`src/rtl/ldst_pkg.sv`:
```
package ldst_pkg;

  localparam logic [5:0] OP_LW  = 6'd35;
  localparam logic [5:0] OP_LB  = 6'd32;
  localparam logic [5:0] OP_LBU = 6'd36;
  localparam logic [5:0] OP_SW  = 6'd43;
  localparam logic [5:0] OP_SB  = 6'd40;

  // control-to-datapath strobes
  typedef struct packed {
    logic go;     // issue a memory request
    logic wr;     // request writes memory
    logic word;   // full-word access
    logic sext;   // sign-extend a loaded byte
  } ldstStrobe_t;

endpackage

```
`src/rtl/ldst_ctrl.sv`:
```
module ldst_ctrl
  import ldst_pkg::*;
#(
  parameter int OFF_W = 2
) (
  input  logic             clk,
  input  logic             rst_n,
  input  logic             opValid,
  input  logic [5:0]       opCode,
  input  logic [OFF_W-1:0] eaLow,
  output ldstStrobe_t      strb,
  output logic             alignFault
);

  logic known;
  logic isWord;
  logic isWr;
  logic isSext;
  logic misal;

  always_comb begin
    known  = 1'b1;
    isWord = 1'b0;
    isWr   = 1'b0;
    isSext = 1'b0;
    unique case (opCode)
      OP_LW:   isWord = 1'b1;
      OP_SW:   begin isWord = 1'b1; isWr = 1'b1; end
      OP_LB:   isSext = 1'b1;
      OP_LBU:  ;
      OP_SB:   isWr = 1'b1;
      default: known = 1'b0;
    endcase
  end

  assign misal      = isWord && (eaLow != '0);
  assign alignFault = opValid && known && misal;

  always_comb begin
    strb.go   = opValid && known && !misal;
    strb.wr   = isWr;
    strb.word = isWord;
    strb.sext = isSext;
  end


  byte_never_faults_chk: assert property (@(posedge clk) disable iff (!rst_n)
    (opValid && (opCode == OP_LB || opCode == OP_LBU || opCode == OP_SB)) |-> !alignFault);

endmodule

```
`src/rtl/ldst_datapath.sv`:
```
module ldst_datapath
  import ldst_pkg::*;
#(
  parameter int DATA_W     = 32,
  parameter int IMM_W      = 16,
  parameter bit BIG_ENDIAN = 1'b1
) (
  input  logic                clk,
  input  logic                rst_n,
  input  ldstStrobe_t         strb,
  input  logic [DATA_W-1:0]   baseVal,
  input  logic [IMM_W-1:0]    immOff,
  input  logic [DATA_W-1:0]   storeVal,
  input  logic [DATA_W-1:0]   memRdata,
  output logic [$clog2(DATA_W/8)-1:0] eaLow,
  output logic                memReq,
  output logic                memWrite,
  output logic [DATA_W-$clog2(DATA_W/8)-1:0] memWordAddr,
  output logic [DATA_W/8-1:0] memByteEn,
  output logic [DATA_W-1:0]   memWdata,
  output logic                loadValid,
  output logic [DATA_W-1:0]   loadResult
);

  localparam int LANES = DATA_W / 8;
  localparam int OFF_W = $clog2(LANES);
  localparam int EXT_W = DATA_W - IMM_W;
  localparam int FILL_W = DATA_W - 8;

  logic [DATA_W-1:0] effAddr;
  logic [OFF_W-1:0]  laneIdx;

  assign effAddr = baseVal + {{EXT_W{immOff[IMM_W-1]}}, immOff};
  assign eaLow   = effAddr[OFF_W-1:0];

  generate
    if (BIG_ENDIAN) begin : g_big
      assign laneIdx = OFF_W'(LANES - 1) - eaLow;
    end else begin : g_little
      assign laneIdx = eaLow;
    end
  endgenerate

  assign memReq      = strb.go;
  assign memWrite    = strb.go && strb.wr;
  assign memWordAddr = effAddr[DATA_W-1:OFF_W];
  assign memByteEn   = !strb.go ? '0 :
                       strb.word ? '1 : (LANES'(1) << laneIdx);
  assign memWdata    = strb.word ? storeVal : {LANES{storeVal[7:0]}};

  // response tracking
  logic             rspValid;
  logic             rspWord;
  logic             rspSext;
  logic [OFF_W-1:0] rspLane;

  always_ff @(posedge clk or negedge rst_n) begin
    if (!rst_n) begin
      rspValid <= 1'b0;
      rspWord  <= 1'b0;
      rspSext  <= 1'b0;
      rspLane  <= '0;
    end else begin
      rspValid <= strb.go && !strb.wr;
      rspWord  <= strb.word;
      rspSext  <= strb.sext;
      rspLane  <= laneIdx;
    end
  end

  logic [7:0] pickByte;
  assign pickByte = memRdata[{rspLane, 3'b000} +: 8];

  always_comb begin
    if (!rspValid)     loadResult = '0;
    else if (rspWord)  loadResult = memRdata;
    else if (rspSext)  loadResult = {{FILL_W{pickByte[7]}}, pickByte};
    else               loadResult = {{FILL_W{1'b0}}, pickByte};
  end
  assign loadValid = rspValid;


  byte_lane_onehot_chk: assert property (@(posedge clk) disable iff (!rst_n)
    (memReq && !strb.word) |-> $onehot(memByteEn));


  word_full_mask_chk: assert property (@(posedge clk) disable iff (!rst_n)
    (memReq && strb.word) |-> (memByteEn == '1));


  load_after_read_chk: assert property (@(posedge clk) disable iff (!rst_n)
    loadValid |-> $past(memReq && !memWrite));


  write_needs_req_chk: assert property (@(posedge clk) disable iff (!rst_n)
    memWrite |-> memReq);

endmodule

```
`src/rtl/ldst_unit.sv`:
```
module ldst_unit
  import ldst_pkg::*;
#(
  parameter bit BIG_ENDIAN = 1'b1
) (
  input  logic        clk,
  input  logic        rst_n,
  input  logic        opValid,
  input  logic [5:0]  opCode,
  input  logic [31:0] baseVal,
  input  logic [15:0] immOff,
  input  logic [31:0] storeVal,
  output logic        memReq,
  output logic        memWrite,
  output logic [29:0] memWordAddr,
  output logic [3:0]  memByteEn,
  output logic [31:0] memWdata,
  input  logic [31:0] memRdata,
  output logic        alignFault,
  output logic        loadValid,
  output logic [31:0] loadResult
);

  localparam int DATA_W = 32;
  localparam int IMM_W  = 16;
  localparam int OFF_W  = $clog2(DATA_W / 8);

  ldstStrobe_t      strb;
  logic [OFF_W-1:0] eaLow;

  ldst_ctrl #(.OFF_W(OFF_W)) ctrl_i (
    .clk        (clk),
    .rst_n      (rst_n),
    .opValid    (opValid),
    .opCode     (opCode),
    .eaLow      (eaLow),
    .strb       (strb),
    .alignFault (alignFault)
  );

  ldst_datapath #(
    .DATA_W     (DATA_W),
    .IMM_W      (IMM_W),
    .BIG_ENDIAN (BIG_ENDIAN)
  ) dp_i (
    .clk         (clk),
    .rst_n       (rst_n),
    .strb        (strb),
    .baseVal     (baseVal),
    .immOff      (immOff),
    .storeVal    (storeVal),
    .memRdata    (memRdata),
    .eaLow       (eaLow),
    .memReq      (memReq),
    .memWrite    (memWrite),
    .memWordAddr (memWordAddr),
    .memByteEn   (memByteEn),
    .memWdata    (memWdata),
    .loadValid   (loadValid),
    .loadResult  (loadResult)
  );


  misaligned_no_req_chk: assert property (@(posedge clk) disable iff (!rst_n)
    alignFault |-> (!memReq && !memWrite));


  quiet_after_reset_chk: assert property (@(posedge clk)
    !rst_n |=> !loadValid);

endmodule

```
`config.mk`:
```
export PLATFORM = sky130hd
export DESIGN_NAME = ldst_unit
export DESIGN_NICKNAME = d
export VERILOG_FILES = /design/src/rtl/ldst_pkg.sv /design/src/rtl/ldst_ctrl.sv /design/src/rtl/ldst_datapath.sv /design/src/rtl/ldst_unit.sv
export SDC_FILE = /design/constraint.sdc
export NUM_CORES = 1
export LEC_CHECK = 0
export BUFFER_PORTS_ARGS = -buffer_cell sky130_fd_sc_hd__buf_2
export CAP_MARGIN = 10
export CELL_PAD_IN_SITES_DETAIL_PLACEMENT = 1
export CELL_PAD_IN_SITES_GLOBAL_PLACEMENT = 1
export CORE_UTILIZATION = 28
export DETAILED_ROUTE_END_ITERATION = 7
export PLACE_DENSITY = 0.92
export SLEW_MARGIN = 10
export SYNTH_ARGS = -nofsm -noshare
export SYNTH_HDL_FRONTEND = slang
export SYNTH_SLANG_ARGS = --single-unit
```
`constraint.sdc`:
```
create_clock -name clk -period 5.89 [get_ports clk]
set_input_delay 0.2945 -clock clk [delete_from_list [all_inputs] [get_ports clk]]
set_output_delay 0.2945 -clock clk [all_outputs]
set_load 0.02 [all_outputs]
```
======== After elaboration in Yosys (flattened, before gate mapping) ========
Cells that the tools add are included.
word-level totals
  register bits after elaboration ......... 5
  input port bits ......................... 121
  output and inout port bits .............. 102
  word-level logic and storage cells ...... 35
cells by class
  $add $sub $neg .......................... 2
  equality and inequality tests ........... 5
  shift-type cells ........................ 2
  multiplexer cells ....................... 10
  reductions and logical operators ........ 12
operators by type and width
  cell                 number
  $mux 32              4
  $add 32x32->32       1
  $shiftx 32x6->8      1
  $eq 6x6->1 const B   5
  $mux 4               2
  $logic_and 1x1->1    6
  $reduce_or 5->1      1
  $mux 1               4
  $reduce_or 2->1      2
  $shl 1x2->4 const A  1
  $logic_not 1->1      2
  $reduce_bool 2->1    1
  $sub 2x2->2 const A  1

======== Longest topological paths before layout ========
Gate-level depths: netlist of run 1.
  depth in word-level cells ............... 7
  depth in mapped cells ................... 10
  mapped depth without buffers ............ 10

======== By module ========
From an unflattened synthesis of run 1, not the netlist that was laid out.
second synthesis, totals
  cells, all modules ...................... 430
  area, all modules ....................... 2829.0 um^2
modules (own cells, without submodules)
  module         instances  cells an instance  area each (um^2)  seq. area each (um^2)
  ldst_datapath  1          414                2693.8            125.1
  ldst_ctrl      1          16                 135.1             0.0

======== Worst setup path before layout of run 1 ========
OpenSTA, ideal clock, no wires.
  path type ............................... input port to output port
  from .................................... in baseVal[0]
  to ...................................... out memWordAddr[26]
  arrival time ............................ 2542 ps
  data required time ...................... 5595 ps
  setup slack ............................. 3053 ps
  cell stages on the path ................. 10
  path buffers ............................ 0
  cells stage by stage .................... ha_1 inv_1 fa_1 nor2b_4 o2111ai_1 a21oi_2 o41ai_4 a21oi_2 and4b_2 a211oi_1
on the way
  longest elaborated chain between the ends .. 1
ends and longest elaborated chain
  element         line                 text
  from (decl)     ldst_unit.sv:10      input logic [31:0] baseVal,
  $add 32x32->32  ldst_datapath.sv:33  assign effAddr = baseVal + {{EXT_W{immOff[IMM_W-1]}}, immOff};
  to (decl)       ldst_unit.sv:15      output logic [29:0] memWordAddr,
No other way between the ends.

======== Final worst setup path of run 1 ========
Ends and elaborated chain as after synthesis.

==> flow_summary.ini, run 1 <==
[outcome]
status = completed

[clock_tree]
cts_sinks = 5
ctsHtreeMaxLevel = 1
post-cts-setup-buffer-count = 0
cts_tree = built
cts_root_buf = clkbuf_8
clk_pin_slew_worst_paths_ns = 0.04
cts_max_path_buffers = 2
cts_buffers = 3

[synth]
synth_edf_count = 0
synth_cell_types = 60
avgSynthCellArea_sq_um = 6.44
synthesis.instances = 439
synth_nets = 592
synth-warning-count = 0
synth_commonest_cells = nand2_1 (87), a21oi_1 (62), inv_1 (36)
ys_async_sr_fraction = 1.00
yosysSeqAreaShare = 0.0442
ys_top_cells_by_area = ha_1 (14%), nand2_1 (12%), a21oi_1 (11%)
synth_top_cell_area_share = 0.137
syn_area_sq_um = 2830
synth_area_leader_cell = ha_1
synth_flop_cell = dfrtp_1
ys_seq_elements = 5
yosysMostFrequentCell = nand2_1

[worst_hold_path]
hold_path.class = input port to flip-flop

[global_routing]
grt_max_degree = 36
grt_use_total = 0.203
grt_pass1_wl_um = 17500
grt_pass1_vias = 3936
antenna_found_initial = 0
grt.overflow.total = 0

[critical_path]
arrival_ns = 2.78
cp-end-kind = output pin
path_class = input port to output pin
worstPathRequired_ns = 5.60
critPathLaunchType = input port
crit_path_max_fanout = 5

[timing]
drv_slew = 0
finalCritPeriodShare = 0.523
setup_viol = 0
worstMarginPinSlew_ns = 1.05
min_period_ns = 3.08
setup_tns_ns = 0
max_freq_mhz = 325
hold_viol_final = 0
relSlewSlack = 0.298
hold_ws_ns = 0.282
rsz0062_at_grt = no

[route]
wirelength_um = 11600
drt.antenna.violating_nets = 0
wire_per_inst_um = 15.0
drc = 0
drtIter0Drc = 34
drt-pass1-iter-count = 4
routed_via_density = 5.13
vias = 3970

[power_and_ir_drop]
vdd_drop_max_uv = 70.2
power_mw = 0.561
cellPowerDensity_nw_per_um2 = 139
power.leakage_nw = 2.34

[final_layout]
finish.utilization = 0.412
final_nets = 795
nFillCells = 1340
multiInputGateArea_sq_um = 2430
n_antenna_cell = 0
area_delta_synth_final_pct = 42.6
regArea_sq_um = 125
drive_gt1_frac = 0.390

[placement]
portBuffers = 222
globalplace.congestion = 0.859
place_hpwl_um = 10100

[floorplan]
core_area_sq_um = 9770
pin_count = 223
die-area_sq_um = 10500
die_h_um = 102
placementRows = 36
start_util = 0.289
die_w_um = 102

[flow_run]
maxCapViolCount = 0
==> stage by stage <==
| stage | setup slack [ns] | area, sq um | cells |
|---|---|---|---|
| after floorplan | 3.05 | 2830 | 439 |
| after global placement | 2.88 | 3980 | 769 |
| after detailed placement | 2.82 | 3980 | 769 |
| after CTS | 2.82 | 4030 | 774 |
| after global routing | 2.59 | 4030 | 774 |
| final | 2.81 | 4030 | 774 |
==> worst max-delay path: stages <==
cell       delay, ns
buf_2           0.08
ha_1            0.22
inv_1           0.07
fa_1            0.44
nor2b_4         0.14
o2111ai_1       0.16
a21oi_2         0.26
o41ai_4         0.13
a21oi_2         0.35
and4b_2         0.27
a211oi_1        0.15
buf_2           0.20
==> area by class of cell <==
class | instances | share of cell area
timing repair buffer | 224 | 0.280
clock buffer | 4 | 0.0112
tap | 133 | 0.0413
sequential | 5 | 0.0310
inverter | 37 | 0.0345
multi-input combinational | 371 | 0.602
==> sequential cells by signal, summed over array words and instances, names as in the netlist <==
signal and flops:
dp_i.rspWord 1, dp_i.loadValid 1, dp_i.rspLane 2, dp_i.rspSext 1
==> final timing paths <==
| kind | cells after the start | slack (ns) | startpoint | endpoint |
|---|---|---|---|---|
| max | 12 | 2.81 | baseVal[0] | memWordAddr[26] |
| min | 2 | 0.28 | opCode[3] | dp_i.rspSext$_DFF_PN0_ |
| max in group asynchronous | 2 | 5.32 | rst_n | dp_i.rspLane[0]$_DFF_PN0_ |
| min in group asynchronous | 2 | 0.43 | rst_n | dp_i.rspWord$_DFF_PN0_ |
==> metal layers <==
metal | up-vias | track usage | routed length, um
li1 | 1945 | - | -
met1 | 1855 | 0.205 | 4270
met2 | 142 | 0.421 | 6260
met3 | 28 | 0.0264 | 779
met4 | 0 | 0.0615 | 272
met5 | - | 0 | 0
==> power by group <==
group | leakage [nW] | total (mW) | internal, mW | switching, mW
Combinational | 2.26 | 0.452 | 0.178 | 0.274
Sequential | 0.0649 | 0.0450 | 0.0365 | 0.00853
Clock | 0.0228 | 0.0636 | 0.0465 | 0.0171
Total | 2.34 | 0.561 | 0.261 | 0.300
==> layout by cell type (no fill, tap or decap), types with 3 or more instances in the layout <==
cell type  netlist  layout
buf_2            2     222
nand2_1         87      87
a21oi_1         62      62
inv_1           36      36
nor2_1          31      31
ha_1            31      31
xnor2_1         22      22
o21ai_0         14      14
a21o_1          12      12
nor3_1           9       9
xor2_1           9       9
mux2i_1          8       8
o221a_2          7       7
nand3_1          6       6
nand4_1          6       6
a21oi_2          5       5
dfrtp_1          5       5
o21a_1           4       4
o21bai_1         4       4
a211o_1          3       3
and3_1           3       3
o21ai_1          3       3
nor3b_1          3       3
nor2b_1          3       3
clkbuf_8         0       3
==> logic make-up (layout without fill, tap and decap cells) <==
logic type	count (synthesis)	in the layout	synth area share
flops	5	5	0.0442
fa+ha+maj	32	32	0.144
xor+xnor	31	31	0.0960
buf+inv	63	265	0.0973
compound gates	138	138	0.326
simple gates	161	161	0.256
mux	9	9	0.0363
==> what timing repair did <==
| item | CTS | global route |
|---|---|---|
| hold buffers | 1 | 0 |
| resized for setup | 0 | 0 |
| hold endpoints to repair | 5 | 0 |
No activity file was read; power rests on OpenSTA's default activity.
==> inputs of run 2 (changes only) <==
CORE_UTILIZATION = 23   (was 28)
PLACE_DENSITY = 0.81   (was 0.92)
clock period = 2.7 ns   (was 5.89 ns; I/O delays follow)
==> run 2 against run 1 <==
Count of clock-buffer cells in the layout did not move. First-iteration DRC count rose to 3.5 times the previous value. Sequential share of layout area is 0.12 points lower. Largest cell class unchanged. Largest power group unchanged.
==> flow_summary.ini, run 2 (synthesis results as in run 1) <==
[route]
vias = 3959
wirelength_um = 11600
wire_per_inst_um = 14.5
drtIter0Drc = 118
drc = 0
drt.antenna.violating_nets = 0
drt-pass1-iter-count = 4
routed_via_density = 4.94

[timing]
worstMarginPinSlew_ns = 0.529
finalCritPeriodShare = 0.942
min_period_ns = 2.54
relSlewSlack = 0.646
drv_slew = 0
hold_viol_final = 0
setup_viol = 0
max_freq_mhz = 393
setup_tns_ns = 0
rsz0062_at_grt = no

[critical_path]
crit_chain = buf_2 > ha_1 > a21o_2 > a21oi_2 > a21oi_2 > o41ai_4 > a21oi_2 > buf_4 > a311oi_2 > xnor2_1 > buf_2
cp-end-kind = output pin
crit_end = memWordAddr[24]
path_common_cell = a21oi_2
worstPathRequired_ns = 2.57
path_class = input port to output pin
setup.worst_path.start = baseVal[4]
worst-path-buf-inv = 3
cp_slowest_cell = ha_1
crit_path_max_fanout = 4
max_stage_delay_ns = 0.38
arrival_ns = 2.41
cp.depth = 11
critPathLaunchType = input port
cp_top_family = compound AO/OA/AOI/OAI gates

[clock_tree]
cts_max_path_buffers = 2
cts_buffers = 3
ctsHtreeMaxLevel = 1
clk_pin_slew_worst_paths_ns = 0.03
cts_sinks = 5
cts_tree = built
cts_root_buf = clkbuf_16

[power_and_ir_drop]
power.internal_mw = 0.686
p_switching_mw = 0.667
vdd_drop_max_uv = 126
p_seq_frac = 0.064
power.leakage_nw = 2.43
power.clock.fraction = 0.181
power_mw = 1.35
cellPowerDensity_nw_per_um2 = 323
comb_power_share = 0.755
switching_share = 0.493

[floorplan]
placementRows = 40
die-area_sq_um = 12700
core_area_sq_um = 12000
pin_count = 223
start_util = 0.235
die_h_um = 113
die_w_um = 113

[worst_hold_path]
hold_path.class = input port to flip-flop

[global_routing]
busiest_layer = met2
grt_util_met1 = 0.202
grt_use_met3 = 0.0187
grt_pass1_vias = 3878
grt_pass1_wl_um = 18500
grt.overflow.total = 0
antenna_found_initial = 0
grtUsageMet2 = 0.344
grt_use_total = 0.173
grt_max_degree = 29

[flow_run]
maxCapViolCount = 0

[final_layout]
final_common_cell = buf_2
regMostFlops = dp_i.rspLane
area_delta_synth_final_pct = 48.4
nFillCells = 1633
n_antenna_cell = 0
final_cell_mix = buf_2 (222), nand2_1 (87), a21oi_1 (61), inv_1 (36), nor2_1 (31)
final_nets = 809
drive_gt1_frac = 0.408
largest_register_ffs = 2

[placement]
portBuffers = 222
globalplace.congestion = 0.873
place_hpwl_um = 10000

[outcome]
status = completed
## run 2: worst min path at each step
stage | startpoint | to | cells past startpoint
floorplan | rst_n | dp_i.loadValid$_DFF_PN0_ | 0
finish | opCode[3] | dp_i.rspSext$_DFF_PN0_ | 2
CTS | opCode[3] | dp_i.rspSext$_DFF_PN0_ | 2
global route | opCode[3] | dp_i.rspSext$_DFF_PN0_ | 2
global placement | rst_n | dp_i.rspWord$_DFF_PN0_ | 1
detailed placement | rst_n | dp_i.rspWord$_DFF_PN0_ | 1
## run 2: what timing repair did
action	4_1_cts	5_1_grt
buffers inserted	0	2
endpoints found under the hold margin	5	0
resized for setup	0	3
hold buffers	1	0
setup endpoints to repair	0	3
## run 2: stage by stage
stage               setup slack, ns  instance area (sq um)  utilization  instances  hold WS [ns]
detailed placement           0.0534                   4080        0.340        795       -0.0438
floorplan                     0.182                   2830            -        439        -0.161
global placement             0.0650                   4080        0.340        795       -0.0478
global route                0.00569                   4200        0.349        802         0.145
finish                        0.156                   4200        0.349        802         0.132
CTS                          0.0398                   4170        0.347        800         0.149
## run 2: layout make-up
cell class,count,area [sq um],share of cell area
inverter,37,139,0.0331
multi-input combinational,371,2440,0.581
timing repair buffer,238,1230,0.294
sequential,5,125,0.0298
clock buffer,4,78.8,0.0188
tap,147,184,0.0438
## run 2: routing by layer
layer / vias to the layer above / part of all wire
met5: - / 0
met4: 0 / 0.0041
met3: 5 / 0.064
met2: 147 / 0.52
met1: 1838 / 0.41
li1: 1969 / -
## run 2: power groups by stage
stage / sequential, mW / combinational [mW] / clock (mW)
after global placement: 0.0879 / 1.00 / 0
final: 0.0869 / 1.02 / 0.245
after detailed placement: 0.0881 / 1.02 / 0
after floorplan: 0.0820 / 0.667 / 0
after CTS: 0.0872 / 1.02 / 0.248
after global routing: 0.0883 / 1.12 / 0.255
==> inputs of run 3 (changes only) <==
ABC_AREA = 0   (was not set)
CTS_BUF_LIST = sky130_fd_sc_hd__clkbuf_16   (was not set)
PLACE_DENSITY = 0.84   (was 0.81)
==> run 3 against run 2 <==
Wire length decreased by 2.1%. Die area did not move. Final cell count fell by 0.25%. Clock power about the same. Critical endpoint is now memWordAddr[28].
==> flow_summary.ini, run 3 (synthesis results as in run 1) <==
[route]
wire_per_inst_um = 14.2
drt-pass1-iter-count = 4
drc = 0
routed_via_density = 4.84
drtIter0Drc = 142
drt.antenna.violating_nets = 0
wirelength_um = 11400
vias = 3875

[power_and_ir_drop]
p_switching_mw = 0.669
power_mw = 1.35
vdd_drop_max_uv = 194
power.internal_mw = 0.685
p_seq_frac = 0.064
cellPowerDensity_nw_per_um2 = 324
switching_share = 0.494
comb_power_share = 0.756
power.leakage_nw = 2.42
power.clock.fraction = 0.180

[placement]
placed_area_sq_um = 4080
place_hpwl_um = 9820
globalplace.congestion = 0.840
pre_cts_ws_ns = 0.0626
dp.cells = 795
portBuffers = 222

[final_layout]
drive_gt1_frac = 0.406
final_cell_mix = buf_2 (221), nand2_1 (87), a21oi_1 (62), inv_1 (36), nor2_1 (31)
n_antenna_cell = 0
finalNonFillerCells = 800
regMostFlops = dp_i.rspLane
area_delta_synth_final_pct = 47.9
final_nets = 807
nFillCells = 1641
finish.utilization = 0.348
final_common_cell = buf_2
largest_register_ffs = 2
final_area_sq_um = 4180

[timing]
min_period_ns = 2.51
setup_ws_ns = 0.193
setup_tns_ns = 0
hold_ws_ns = 0.144
hold_viol_final = 0
rsz0062_at_grt = no
max_freq_mhz = 399
worstMarginPinSlew_ns = 0.568
drv_slew = 0
relSlewSlack = 0.616
finalCritPeriodShare = 0.929
setup_viol = 0

[floorplan]
placementRows = 40
pin_count = 223
start_util = 0.235
die_w_um = 113
core_area_sq_um = 12000
die_h_um = 113
die-area_sq_um = 12700

[global_routing]
grt_max_degree = 29
grt_use_total = 0.172
antenna_found_initial = 0
grt.overflow.total = 0
grt_pass1_vias = 3733
grt_pass1_wl_um = 18200

[clock_tree]
cts_max_path_buffers = 2
cts_sinks = 5
cts_root_buf = clkbuf_16
clk_pin_slew_worst_paths_ns = 0.03
cts_buffers = 3
cts_tree = built
ctsHtreeMaxLevel = 1

[critical_path]
max_stage_delay_ns = 0.37
cp_slowest_cell = fa_2
cp-end-kind = output pin
crit_path_max_fanout = 3
path_class = input port to output pin
worstPathRequired_ns = 2.57
crit_chain = buf_2 > ha_2 > inv_1 > fa_2 > nor2b_4 > o2111ai_1 > a21oi_2 > o41ai_4 > a21oi_2 > buf_4 > a41oi_1 > xnor2_1 > buf_4
arrival_ns = 2.37
critPathLaunchType = input port

[outcome]
status = completed

[worst_hold_path]
hold_path.class = input port to flip-flop

[flow_run]
maxCapViolCount = 0
run 3: changes by cell type in the layout (fill, tap and decap cells not counted):
cell / before / now
clkinv_2: 0 / 1
buf_4: 15 / 14
a21oi_2: 6 / 5
clkbuf_1: 1 / 0
buf_2: 222 / 221
a21oi_1: 61 / 62
run 3: routing by layer:
| metal | global-route usage | vias up | share of wire |
|---|---|---|---|
| li1 | - | 1970 | - |
| met1 | 0.199 | 1761 | 0.42 |
| met2 | 0.336 | 136 | 0.52 |
| met3 | 0.0273 | 8 | 0.059 |
| met4 | 0.0219 | 0 | 0.0076 |
| met5 | 0 | - | 0 |
run 3: cell type report:
class | count | area (sq um) | share of cell area
clock buffer | 3 | 75.1 | 0.0180
multi-input combinational | 371 | 2430 | 0.582
timing repair buffer | 236 | 1220 | 0.292
sequential | 5 | 125 | 0.0299
inverter | 37 | 139 | 0.0332
tap | 147 | 184 | 0.0440
clock inverter | 1 | 5.00 | 0.00120
run 3: path summary, 6_finish.rpt:
| path | to | cells after the start | from |
|---|---|---|---|
| worst max-delay path | memWordAddr[28] | 13 | baseVal[0] |
| worst min-delay path | dp_i.rspSext$_DFF_PN0_ | 2 | opCode[3] |
| max in group asynchronous | dp_i.rspWord$_DFF_PN0_ | 2 | rst_n |
| min in group asynchronous | dp_i.rspSext$_DFF_PN0_ | 2 | rst_n |
run 3: worst max-delay path: cells and delay by family:
family | cells | cell delay (ns)
AOI/OAI and AO/OA | 5 | 0.87
xor gates and xnor gates | 1 | 0.21
adders and majority gates | 2 | 0.57
buffers and inverters | 4 | 0.45
and+or+nand+nor | 1 | 0.12
run 3: repair_timing:
action                                  in CTS  in global routing
hold buffers                                 1                  0
setup buffers                                0                  0
endpoints found under the setup margin       0                  3
endpoints found under the hold margin        5                  0
gates resized for setup                      0                  3
run 3: power groups by stage:
| stage | Sequential, mW | Clock (mW) | Combinational [mW] |
|---|---|---|---|
| 2_1_floorplan | 0.0820 | 0 | 0.667 |
| 3_3_place_gp | 0.0878 | 0 | 1.00 |
| 3_5_place_dp | 0.0880 | 0 | 1.02 |
| 4_1_cts | 0.0872 | 0.246 | 1.03 |
| 5_1_grt | 0.0877 | 0.251 | 1.12 |
| 6_report | 0.0871 | 0.243 | 1.02 |
